**src/rtl/keyed_watchdog.sv**
```systemverilog
module keyed_watchdog #(
  parameter int TB_WIDTH = 22,
  parameter int TAP_BASE = 18
) (
  input  logic       clk,
  input  logic       rst_n,
  input  logic       wr_en,
  input  logic [7:0] wr_data,
  input  logic       wd_enable,
  input  logic [1:0] interval,
  input  logic       half_rate,
  input  logic       hold_sleep,
  input  logic       hold_dma,
  input  logic       hold_break,
  input  logic       hold_inte,
  input  logic       hold_trace,
  output logic       wdt_reset
);
  localparam logic [7:0] KEY_ARM  = 8'hA5;
  localparam logic [7:0] KEY_FIRE = 8'h5A;

  logic [TB_WIDTH-1:0] cnt;
  logic [1:0]          sel_q;
  logic                phase, en_q, tap_q, armed, key_q, tap;

  wire tick    = ~half_rate | phase;
  wire hold    = hold_sleep | hold_dma | hold_break | hold_inte | hold_trace;
  wire wr_arm  = wr_en && (wr_data == KEY_ARM);
  wire wr_fire = wr_en && (wr_data == KEY_FIRE);
  wire service = wr_fire & key_q;
  wire fall    = tap_q & ~tap;
  wire fire    = en_q & ~hold & ~service & fall & armed;

  always_comb tap = cnt[TAP_BASE + int'(sel_q)];

  always_ff @(posedge clk or negedge rst_n) begin
    if (!rst_n) begin
      cnt       <= '0;
      sel_q     <= '0;
      phase     <= 1'b0;
      en_q      <= 1'b0;
      tap_q     <= 1'b0;
      armed     <= 1'b0;
      key_q     <= 1'b0;
      wdt_reset <= 1'b0;
    end else begin
      en_q      <= en_q | wd_enable;
      wdt_reset <= fire;
      if (!en_q) sel_q <= interval;
      if (fire) begin
        cnt   <= '0;
        phase <= 1'b0;
        tap_q <= 1'b0;
        armed <= 1'b0;
        key_q <= 1'b0;
      end else begin
        phase <= half_rate & ~phase;
        if (tick) cnt <= cnt + 1'b1;
        tap_q <= tap;
        if (wr_en) key_q <= wr_arm;
        if (!en_q || hold || service) armed <= 1'b0;
        else if (fall)                armed <= 1'b1;
      end
    end
  end
endmodule


```
**config.mk**
```make
export PLATFORM = sky130hd
export DESIGN_NAME = keyed_watchdog
export DESIGN_NICKNAME = d
export VERILOG_FILES = /design/src/rtl/keyed_watchdog.sv
export SDC_FILE = /design/constraint.sdc
export NUM_CORES = 1
export LEC_CHECK = 0
export CAP_MARGIN = 20
export CORE_MARGIN = 2
export CORE_UTILIZATION = 60
export DETAILED_ROUTE_END_ITERATION = 10
export DONT_BUFFER_PORTS = 1
export HOLD_SLACK_MARGIN = 0.05
export PLACE_DENSITY_LB_ADDON = 0.1
export RECOVER_POWER = 50
export SETUP_SLACK_MARGIN = 0.5
export SYNTH_ARGS = -nofsm -noshare
export SYNTH_HDL_FRONTEND = slang
export SYNTH_SLANG_ARGS = --single-unit
```
**constraint.sdc**
```tcl
create_clock -name clk -period 1.9 [get_ports clk]
set_clock_uncertainty 0.15 [all_clocks]
set_input_delay 0.285 -clock clk [delete_from_list [all_inputs] [get_ports clk]]
set_output_delay 0.285 -clock clk [all_outputs]
set_load 0.005 [all_outputs]
```
Yosys cells after proc, flatten, opt, wreduce, memory -nomap -nowiden. Cells that the tools add are included.

Bits in registers: 30. Bits in latches: 0. Memory bits (writable): 0. Bits in read-only memories: 0. Bits of input ports: 20. Memories kept: 0.

Add/sub/neg operators: 2. Multipliers: 0. Divide/modulo/power cells: 0. $lt $le $gt $ge: 1. Equal/unequal tests: 2. Shifts and indexed selects: 0. Muxes and demuxes: 12. Bitwise logic cells: 18. Reduce and logical (&&, ||, !) cells: 8.

Operators with widths (number): 22-bit two-way mux (2); 22-bit by 1-bit adder with 22-bit output (second input constant) (1); 1-bit two-way mux (9); 8-bit by 7-bit == test with 1-bit output (second input constant) (1); 8-bit == test (second input constant) (1); 1-bit bitwise AND (7); 5-bit by 2-bit adder with 6-bit output (first input constant) (1); 6-bit < comparator (second input constant) (1); 1-bit OR (6); 1-bit binary-select mux with 5-bit select (1); 1-bit inverter (5); 2-bit nonzero test (2); 3-bit nonzero test (1); 1-bit logical AND (2); 1-bit logical OR (2); 1-bit zero test (1).

Depth between registers and ports, before layout. Gate-level depths: netlist of the first run.

Depth after elaboration: 10. Gate-level depth with buffers: 6. Mapped depth without buffers: 4.

Least setup slack after synthesis of the first run. OpenSTA, ideal clock, no wires.

Path kind: register to register. Start point: reg sel_q[0]. End point: reg cnt[21]. Setup time: 0.130 ns. Data arrival time: 1.472 ns. Data required time: 1.620 ns. Slack: 0.149 ns. Cell stages (with the launch flop): 7. Path buffers: 2. Clock period less this slack: 1.751 ns. Cells stage by stage: dfrtp_1 > mux4_2 > nor2b_2 > and4_1 > buf_6 > buf_12 > a21oi_1.

Cells in the longest elaborated chain, start to end: 9. Elaborated cells on any way between the ends: 10. Classes of those cells: 1 x add/sub; 4 x mux; 4 x bitwise; 1 x reduce/logical.

Ends and longest elaborated chain: from (decl) (line 23) `logic [1:0] sel_q;`; from (signal assigned) (line 49) `if (!en_q) sel_q <= interval;`; 5-bit by 2-bit adder with 6-bit output * (line 34) `always_comb tap = cnt[TAP_BASE + int'(sel_q)];`; 1-bit binary-select mux with 5-bit select * (line 34); 1-bit two-way mux (not written as such) * (2 in a row) (line 34); 1-bit inverter * (line 31) `wire fall = tap_q & ~tap;`; 1-bit bitwise AND * (line 31); 1-bit bitwise AND * (2 in a row) (line 32) `wire fire = en_q & ~hold & ~service & fall & armed;`; 22-bit two-way mux / 2-bit nonzero test (equally long branches); to (signal assigned) (line 58) `if (tick) cnt <= cnt + 1'b1;`; to (decl) (line 22) `logic [TB_WIDTH-1:0] cnt;`.

Every way passes the cells marked *; elsewhere a longest branch is shown, timed or not. The select of a mux whose other input is x is not followed. A chain may end at the register's enable or synchronous reset.

Worst setup path after layout of the first run.
Start point: reg sel_q[0]. End point: reg cnt[20].

Same word-level chain as after synthesis.

==> flow_summary.json, run 1 <==
{
  "status": "complete, no violations",
  "fmax_mhz": 554,
  "post-place-ws_ps": 24.5,
  "critPathSlowestCell": "mux4_2",
  "netlist_area_um2": 1560,
  "cp_cell_sequence": "mux4_2, nor2b_4, and4_4, buf_12, a21oi_1",
  "cts_max_level": 2,
  "grt_util_met3": 0.0672,
  "yosysWarnings": 0,
  "clock_latency_ps": 320,
  "num_vias": 1219,
  "slew_violations": 0,
  "met1_usage": 0.294,
  "gp_congestion": 0.731,
  "ys_types": 34,
  "path_max_fanout": 24,
  "dieWidth_um": 55.0,
  "drtIter0Drc": 32,
  "io_buffers": 0,
  "drive_gt1_frac": 0.185,
  "die_h_um": 55.0,
  "hold_depth": 2,
  "grt_pass1_wl_mm": 5.33,
  "tritoncts": "built",
  "die-area_um2": 3030,
  "timing.final.ws_setup_ps": 95.1,
  "slowest_delay_ps": 560,
  "clkSinkCount": 30,
  "final_common_cell": "dfrtp_1",
  "syn_nets": 167,
  "cts_root_buffer": "clkbuf_4",
  "ys.flop_type": "dfrtp_1",
  "syn2layout_area_growth_pct": 14.2,
  "dr.pass1.iters": 4,
  "drc_errors": 0,
  "worstPathRequired_ps": 1950,
  "tightest_slew_ps": 738,
  "async_reset_ff_frac": 1.00,
  "worstSetupEndpointType": "register",
  "setup_tns_ps": 0,
  "gr-total-overflow": 0,
  "initial_core_util": 0.630,
  "nNetsFinal": 189,
  "startpoint_type": "register",
  "grt_pass1_vias": 1222,
  "post-route-min-period_ps": 1800,
  "drt-vias-per-instance": 6.16,
  "syn-mean-instance-area_um2": 10.7,
  "rsz0062_at_grt": "true",
  "cap_violations": 0,
  "r2r_cells": 5,
  "dp_hpwl_mm": 2.07,
  "hold_class": "in -> reg",
  "cts_hold_buf": 10,
  "synth-seq-cells": 30,
  "grtUsageMet2": 0.444,
  "clk_path_buf_depth": 2,
  "synth_cells": 146,
  "power.density_nw_per_um2": 798,
  "worstPathArrival_ps": 1860,
  "final_cell_mix": "30 x dfrtp_1, 12 x a21oi_1, 10 x nor2_1, 10 x buf_4",
  "ios": 21,
  "critical_path_class": "reg -> reg",
  "final-setup-viol-count": 0,
  "diodes": 0,
  "leakagePower_uw": 0.000744,
  "grtUsageTotal": 0.258,
  "fin_crit_sh": 0.950,
  "coreArea_um2": 2480,
  "busiest_layer": "met2",
  "synth-edff-count": 0,
  "antenna_found_initial": 0,
  "yosysSeqAreaShare": 0.481,
  "ant_nets": 0,
  "post_drt_wl_per_cell_um": 16.2,
  "fp-row-count": 18,
  "vdd_drop_max_mv": 0.797,
  "hold_viol_final": 0,
  "detail_route.wirelength_mm": 3.20,
  "cts_made_buffers": 5,
  "grt_max_degree": 31,
  "maxSlewHeadroom": 0.508,
  "clkTransAtPathRegs_ps": 90
}
path summary, 6_finish.rpt:
path | startpoint | end | slack, ps
max | sel_q[0] | cnt[20] | 100
max in group asynchronous | rst_n | cnt[18] | 720
min in group asynchronous | rst_n | cnt[13] | 400
min | hold_trace | armed | 20
min reg2reg | sel_q[1] | sel_q[1] | 390
max reg2reg | sel_q[0] | cnt[20] | 100
layer usage:
layer	part of all wire	vias to the layer above	wire length, um
met2	0.52	26	1660
met3	0.032	11	103
li1	-	584	-
met1	0.42	598	1350
met5	0	-	0
met4	0.027	0	87
final cells by class:
cell class | count | area, um2
Sequential cell | 30 | 751
Inverter | 3 | 11.3
Timing Repair Buffer | 22 | 201
Clock buffer | 7 | 45.0
Fill cell | 194 | 694
Tap cell | 30 | 37.5
Multi-Input combinational cell | 106 | 737
Yosys cell counts, types with 3 or more instances:
library cell | instances | area (um2)
a21oi_1 | 13 | 65.1
and2_1 | 3 | 18.8
and3_1 | 3 | 18.8
and4_1 | 4 | 35.0
buf_6 | 3 | 33.8
dfrtp_1 | 30 | 751
inv_1 | 3 | 11.3
nand2_1 | 5 | 18.8
nand3_1 | 8 | 40.0
nand4_1 | 5 | 31.3
nor2_1 | 10 | 37.5
nor4bb_1 | 4 | 40.0
o21ai_0 | 9 | 45.0
o31ai_1 | 4 | 30.0
or3_1 | 9 | 56.3
or4_1 | 4 | 30.0
xor2_1 | 7 | 61.3
flip-flops by register name (all words and copies together) (netlist names):
register   count
cnt           22
sel_q          2
armed          1
en_q           1
key_q          1
phase          1
tap_q          1
wdt_reset      1
report_power, final:
group	total [uW]	switching [uW]	leakage, uW	internal [uW]
Clock	340	200	0.0000254	139
Sequential	778	59.1	0.000390	719
Combinational	305	154	0.000329	151
stage by stage:
stage / hold WS, ps / util / cell area (um2) / std cells / total power [uW]
2_1_floorplan: -161 / - / 1570 / 146 / 978
3_3_place_gp: -160 / 0.645 / 1600 / 178 / 1040
6_report: 21.8 / 0.720 / 1780 / 198 / 1420
3_5_place_dp: -160 / 0.645 / 1600 / 178 / 1060
4_1_cts: 11.3 / 0.725 / 1800 / 198 / 1440
5_1_grt: 17.9 / 0.720 / 1780 / 198 / 1510
repair_timing:
| item | 4_1_cts | 5_1_grt |
|---|---|---|
| endpoints found under the hold margin | 35 | 1 |
| setup endpoints to repair | 26 | 26 |
| cloned | 0 | 0 |
| resized for setup | 5 | 1 |
| pin swaps | 1 | 0 |
| setup buffers | 3 | 0 |
worst max-delay path, delay by kind of cell, from the launching register on:
kind	cells	cell delay [ps]
flops	1	380
compound gates	1	60
buf+inv	1	170
simple gates	2	370
mux	1	560
cell families after synthesis:
logic type | count (synthesis) | synth area share
simple gates | 65 | 0.269
flops | 30 | 0.481
compound gates | 27 | 0.0954
buf+inv | 10 | 0.0609
xor+xnor | 9 | 0.0505
mux | 4 | 0.0353
fa+ha+maj | 1 | 0.00801
No activity file was read; power rests on OpenSTA's default activity.
==> run 2: changes to the inputs <==
- ABC_AREA: not set -> 1
==> run 2 against run 1 <==
Against the previous run: wire length up 39%; synthesized cell count up 53%; worst hold slack worse by 2.9 ps; maximum frequency up 13%; via count up 28%; non-clock buffer count down 4; area after synthesis up 7.8%; critical path type unchanged; critical endpoint unchanged.
==> flow_summary.json, run 2 <==
{
  "gp_congestion": 0.873,
  "async_reset_ff_frac": 1.00,
  "clk_path_buf_depth": 2,
  "worstPathArrival_ps": 1720,
  "largest_register_ffs": 22,
  "synth_cells": 224,
  "fp-row-count": 19,
  "synth-seq-cells": 30,
  "vdd_drop_max_mv": 0.954,
  "dp.cells": 253,
  "cts_root_buffer": "clkbuf_4",
  "grt_pass1_wl_mm": 6.56,
  "cts_made_buffers": 5,
  "setup_tns_ps": 0,
  "cts_max_level": 2,
  "die-area_um2": 3240,
  "hold_viol_final": 0,
  "hold_class": "in -> reg",
  "n_fill_cell": 176,
  "synth-edff-count": 0,
  "worstSetupEndpointType": "register",
  "clkSinkCount": 30,
  "p_comb_frac": 0.356,
  "syn-mean-instance-area_um2": 7.51,
  "dp_hpwl_mm": 2.32,
  "syn_nets": 245,
  "drive_gt1_frac": 0.344,
  "seq_power_share": 0.429,
  "ys_top_cells_by_count": "48 x nand2_1, 44 x nor2_1, 32 x inv_1",
  "leakagePower_uw": 0.00106,
  "diodes": 0,
  "die_h_um": 57.0,
  "path_max_fanout": 3,
  "reg_top3": "cnt: 22 flops, sel_q: 2 flops",
  "drtIter0Drc": 66,
  "fin_cells": 281,
  "worstPathRequired_ps": 2020,
  "slew_violations": 0,
  "tightest_slew_ps": 740,
  "synth.most_common_cell": "nand2_1",
  "grt_max_degree": 31,
  "status": "complete, no violations",
  "antenna_found_initial": 0,
  "drc_errors": 0,
  "clock_latency_ps": 350,
  "post_drt_wl_per_cell_um": 15.8,
  "drt-vias-per-instance": 5.57,
  "yosysSeqAreaShare": 0.446,
  "syn2layout_area_growth_pct": 29.7,
  "num_vias": 1565,
  "tritoncts": "built",
  "final-setup-viol-count": 0,
  "p_int_uw": 1210,
  "netlist_area_um2": 1680,
  "yosysWarnings": 0,
  "synth.top_cell.area_share": 0.446,
  "nNetsFinal": 270,
  "dr.pass1.iters": 5,
  "cap_violations": 0,
  "gr-total-overflow": 0,
  "switching_power_uw": 720,
  "ant_nets": 0,
  "power_frac_clock": 0.215,
  "ys_types": 23,
  "final_common_cell": "nand2_1",
  "startpoint_type": "register",
  "ios": 21,
  "initial_core_util": 0.621,
  "fmax_mhz": 626,
  "fin_hold_ws_ps": 18.8,
  "dieWidth_um": 57.0,
  "ys.flop_type": "dfrtp_1",
  "grtUsageTotal": 0.261,
  "final_cell_mix": "41 x nand2_1, 30 x dfrtp_1, 28 x inv_1",
  "yosys-top-cells-area": "dfrtp_1 45%, nand2_1 11%, nor2_1 9.8%, inv_1 7.1%, nand3_1 3.9%",
  "critical_path_class": "reg -> reg",
  "post-route-min-period_ps": 1600,
  "rsz0062_at_grt": "true",
  "detail_route.wirelength_mm": 4.45,
  "power.density_nw_per_um2": 884,
  "cts_hold_buf": 6,
  "synth_area_leader_cell": "dfrtp_1",
  "grt_pass1_vias": 1569,
  "coreArea_um2": 2710,
  "io_buffers": 0,
  "fin_crit_sh": 0.841,
  "largest_register": "cnt",
  "maxSlewHeadroom": 0.506,
  "clkTransAtPathRegs_ps": 120,
  "p_sw_frac": 0.373
}
-- run 2: cell types whose count changed after synthesis, moves of 5 or more --
| cell | previous run | this run |
|---|---|---|
| nand2_1 | 5 | 48 |
| nor2_1 | 10 | 44 |
| inv_1 | 3 | 32 |
| or3_1 | 9 | 0 |
| a21oi_1 | 13 | 6 |
| nor2_2 | 0 | 7 |
| o21ai_0 | 9 | 3 |
| nand3_1 | 8 | 13 |
| nor3_1 | 1 | 6 |
-- run 2: path summary, 6_finish.rpt --
path                       startpoint  endpoint  slack, ps  cells past startpoint
setup / recovery               cnt[0]   cnt[20]        300                      9
hold reg to reg                  en_q  sel_q[0]        410                      1
max in group asynchronous       rst_n    cnt[5]        720                      2
hold / removal              half_rate     phase         20                      2
min in group asynchronous       rst_n   cnt[16]        370                      2
setup reg to reg               cnt[0]   cnt[20]        300                      9
-- run 2: cells by family after synthesis --
kind of cell	count (synthesis)	synth area share
compound gates	13	0.0409
xor+xnor	9	0.0468
fa+ha+maj	1	0.00743
buf+inv	36	0.0892
flops	30	0.446
simple gates	135	0.370
-- run 2: metrics by stage --
step / power (uW) / worst slack, ps / area, um2 / util
detailed placement: 1080 / 360 / 1700 / 0.629
CTS: 1640 / 391 / 1990 / 0.733
finish: 1930 / 302 / 2180 / 0.805
floorplan: 1030 / 476 / 1690 / -
global placement: 1070 / 391 / 1700 / 0.629
global route: 2010 / 233 / 2180 / 0.805
-- run 2: final cells by class --
cell class	count	area [um2]	area share
Inverter	34	143	0.0654
Timing Repair inverter	1	16.3	0.00745
Sequential cell	30	751	0.344
Multi-Input combinational cell	159	1020	0.468
Tap cell	31	38.8	0.0178
Clock inverter	1	5.00	0.00229
Timing Repair Buffer	18	153	0.0700
Clock buffer	7	55.1	0.0252
-- run 2: per-layer routing --
| metal | GRT usage | wire length (um) | vias to the layer above |
|---|---|---|---|
| li1 | - | - | 741 |
| met1 | 0.299 | 1640 | 753 |
| met2 | 0.458 | 2310 | 51 |
| met3 | 0.0680 | 276 | 20 |
| met4 | 0.113 | 218 | 0 |
| met5 | 0 | 0 | - |
-- run 2: what timing repair did --
| item | CTS | global route |
|---|---|---|
| buffers inserted | 6 | 6 |
| setup endpoints to repair | 24 | 26 |
| gates cloned | 2 | 0 |
| hold endpoints to repair | 37 | 1 |
| gates resized for setup | 33 | 37 |
| pin swaps | 14 | 18 |
-- run 2: power groups by stage --
stage / clock network (uW) / registers, uW / logic, uW
6_report: 414 / 828 / 687
4_1_cts: 404 / 790 / 442
5_1_grt: 445 / 837 / 728
3_3_place_gp: 0 / 801 / 270
2_1_floorplan: 0 / 792 / 235
3_5_place_dp: 0 / 804 / 279
-- run 2: critical path, stage by stage, from the launching register on --
cell and delay (ps):
dfrtp_1 430, ha_4 160, nand2_2 80, inv_2 100, nand3_4 80, nor2_4 160
nand4_1 110, nand2_1 80, nand2_1 60, nor2_2 90
==> run 3: changes to the inputs <==
- clock period: 1.9 -> 1.5 ns (I/O delays scaled with it)
==> run 3 against run 2 <==
Against the previous run: the run now ends with hold timing, setup timing left; clock-buffer cell count is the same; sequential share of layout area grew 1.1 points; sequential power grew 22%; combinational power shrank 5.7%; register-to-register slack lost 370 ps; clock power grew 21%; total power grew 12%; sequential cell count is the same; first-iteration DRC count grew 27%; wire length shrank 13%; non-clock buffer count shrank 5.
==> flow_summary.json, run 3 (synthesized netlist as in run 2, its figures left out) <==
{
  "status": "complete, but fails checks",
  "violations": "hold timing, setup timing",
  "largest_register_ffs": 22,
  "tightest_slew_ps": 399,
  "clkSinkCount": 30,
  "worstSetupEndpointType": "register",
  "fp-row-count": 19,
  "post_drt_wl_per_cell_um": 14.0,
  "fin_hold_ws_ps": -582,
  "drive_gt1_frac": 0.376,
  "die-area_um2": 3240,
  "cap_violations": 0,
  "io_buffers": 0,
  "grt_pass1_vias": 1380,
  "drt-vias-per-instance": 5.53,
  "num_vias": 1525,
  "fin_crit_sh": 1.05,
  "cts_max_level": 2,
  "post-route-min-period_ps": 1570,
  "nNetsFinal": 265,
  "gr-total-overflow": 0,
  "vdd_drop_max_mv": 1.11,
  "power.density_nw_per_um2": 1020,
  "hold_viol_final": 32,
  "detail_route.wirelength_mm": 3.88,
  "clk_path_buf_depth": 2,
  "worstPathRequired_ps": 1590,
  "slew_violations": 0,
  "rsz0062_at_grt": "true",
  "ios": 21,
  "worstPathArrival_ps": 1660,
  "startpoint_type": "register",
  "coreArea_um2": 2710,
  "final_common_cell": "nand2_1",
  "power_uw": 2160,
  "final-setup-viol-count": 21,
  "setup_tns_ps": -669,
  "fin_cells": 276,
  "path_max_fanout": 3,
  "antenna_found_initial": 0,
  "leakagePower_uw": 0.00102,
  "syn2layout_area_growth_pct": 25.8,
  "final_cell_mix": "35 x nand2_1, 29 x inv_1, 29 x dfrtp_1",
  "drc_errors": 0,
  "largest_register": "cnt",
  "initial_core_util": 0.621,
  "cts_hold_buf": 3,
  "grt_max_degree": 31,
  "dp.cells": 256,
  "timing.final.ws_setup_ps": -71.4,
  "n_fill_cell": 188,
  "ant_nets": 0,
  "fmax_mhz": 636,
  "grtUsageTotal": 0.231,
  "tritoncts": "built",
  "cts_root_buffer": "clkbuf_4",
  "dr.pass1.iters": 5,
  "dieWidth_um": 57.0,
  "die_h_um": 57.0,
  "clkTransAtPathRegs_ps": 90,
  "dp_hpwl_mm": 2.32,
  "hold_class": "in -> async",
  "diodes": 0,
  "critical_path_class": "reg -> reg",
  "grt_pass1_wl_mm": 5.66,
  "maxSlewHeadroom": 0.734,
  "drtIter0Drc": 84,
  "cts_made_buffers": 5,
  "clock_latency_ps": 340,
  "gp_congestion": 0.814,
  "reg_top3": "cnt: 22 flops, sel_q: 2 flops"
}
run 3: changes by cell type in the layout (fill, tap and decap cells not counted), sizes merged:
cell / change
buf: -2
clkbuf: -1
dlygate4sd3: -2
run 3: final timing paths:
kind | cells past startpoint | end | slack (ps) | start
max | 8 | cnt[20] | -70 | cnt[1]
min | 0 | armed | -580 | rst_n
max reg2reg | 8 | cnt[20] | -70 | cnt[1]
min reg2reg | 2 | sel_q[1] | 420 | en_q
max in group asynchronous | 0 | cnt[10] | 1700 | rst_n
min in group clk | 2 | phase | -60 | half_rate
run 3: timing repair:
item,4_1_cts,5_1_grt
pin swaps,16,16
endpoints found under the hold margin,35,34
endpoints found under the setup margin,28,29
resized for setup,21,43
cloned,2,0
buffers inserted,3,4
run 3: metal layers:
metal | global-route usage | vias to the layer above | share of wire
li1 | - | 729 | -
met1 | 0.278 | 716 | 0.40
met2 | 0.378 | 66 | 0.52
met3 | 0.0703 | 14 | 0.062
met4 | 0.116 | 0 | 0.022
met5 | 0 | - | 0
run 3: worst max-delay path: stages, from the launching register on:
cell and delay [ps]:
dfrtp_1 370, ha_2 190, nand2_2 70, nor2_4 130, nand3_4 100, nor2_4 130, nand4_1 120, nor2_2 160
nor2_2 50
run 3: final cells by class:
type,count,area [um2],share of cell area
Sequential cell,30,752,0.355
Clock inverter,1,5.00,0.00236
Inverter,34,140,0.0662
Multi-Input combinational cell,159,997,0.471
Clock buffer,7,55.1,0.0260
Timing Repair Buffer,13,113,0.0532
Timing Repair inverter,1,16.3,0.00768
Tap cell,31,38.8,0.0183
run 3: per-stage QoR:
stage          worst slack (ps)  utilization  instance area (um2)
6_report                  -71.4        0.781                 2120
5_1_grt                    -192        0.781                 2120
4_1_cts                   -2.01        0.718                 1950
3_5_place_dp              -12.1        0.645                 1750
3_3_place_gp               8.66        0.645                 1750
2_1_floorplan              75.8            -                 1710
run 3: power by group:
group | switching [uW] | internal [uW] | total [uW]
sequential | 93.4 | 918 | 1010
combinational | 344 | 304 | 648
clock | 275 | 227 | 502
total | 713 | 1450 | 2160
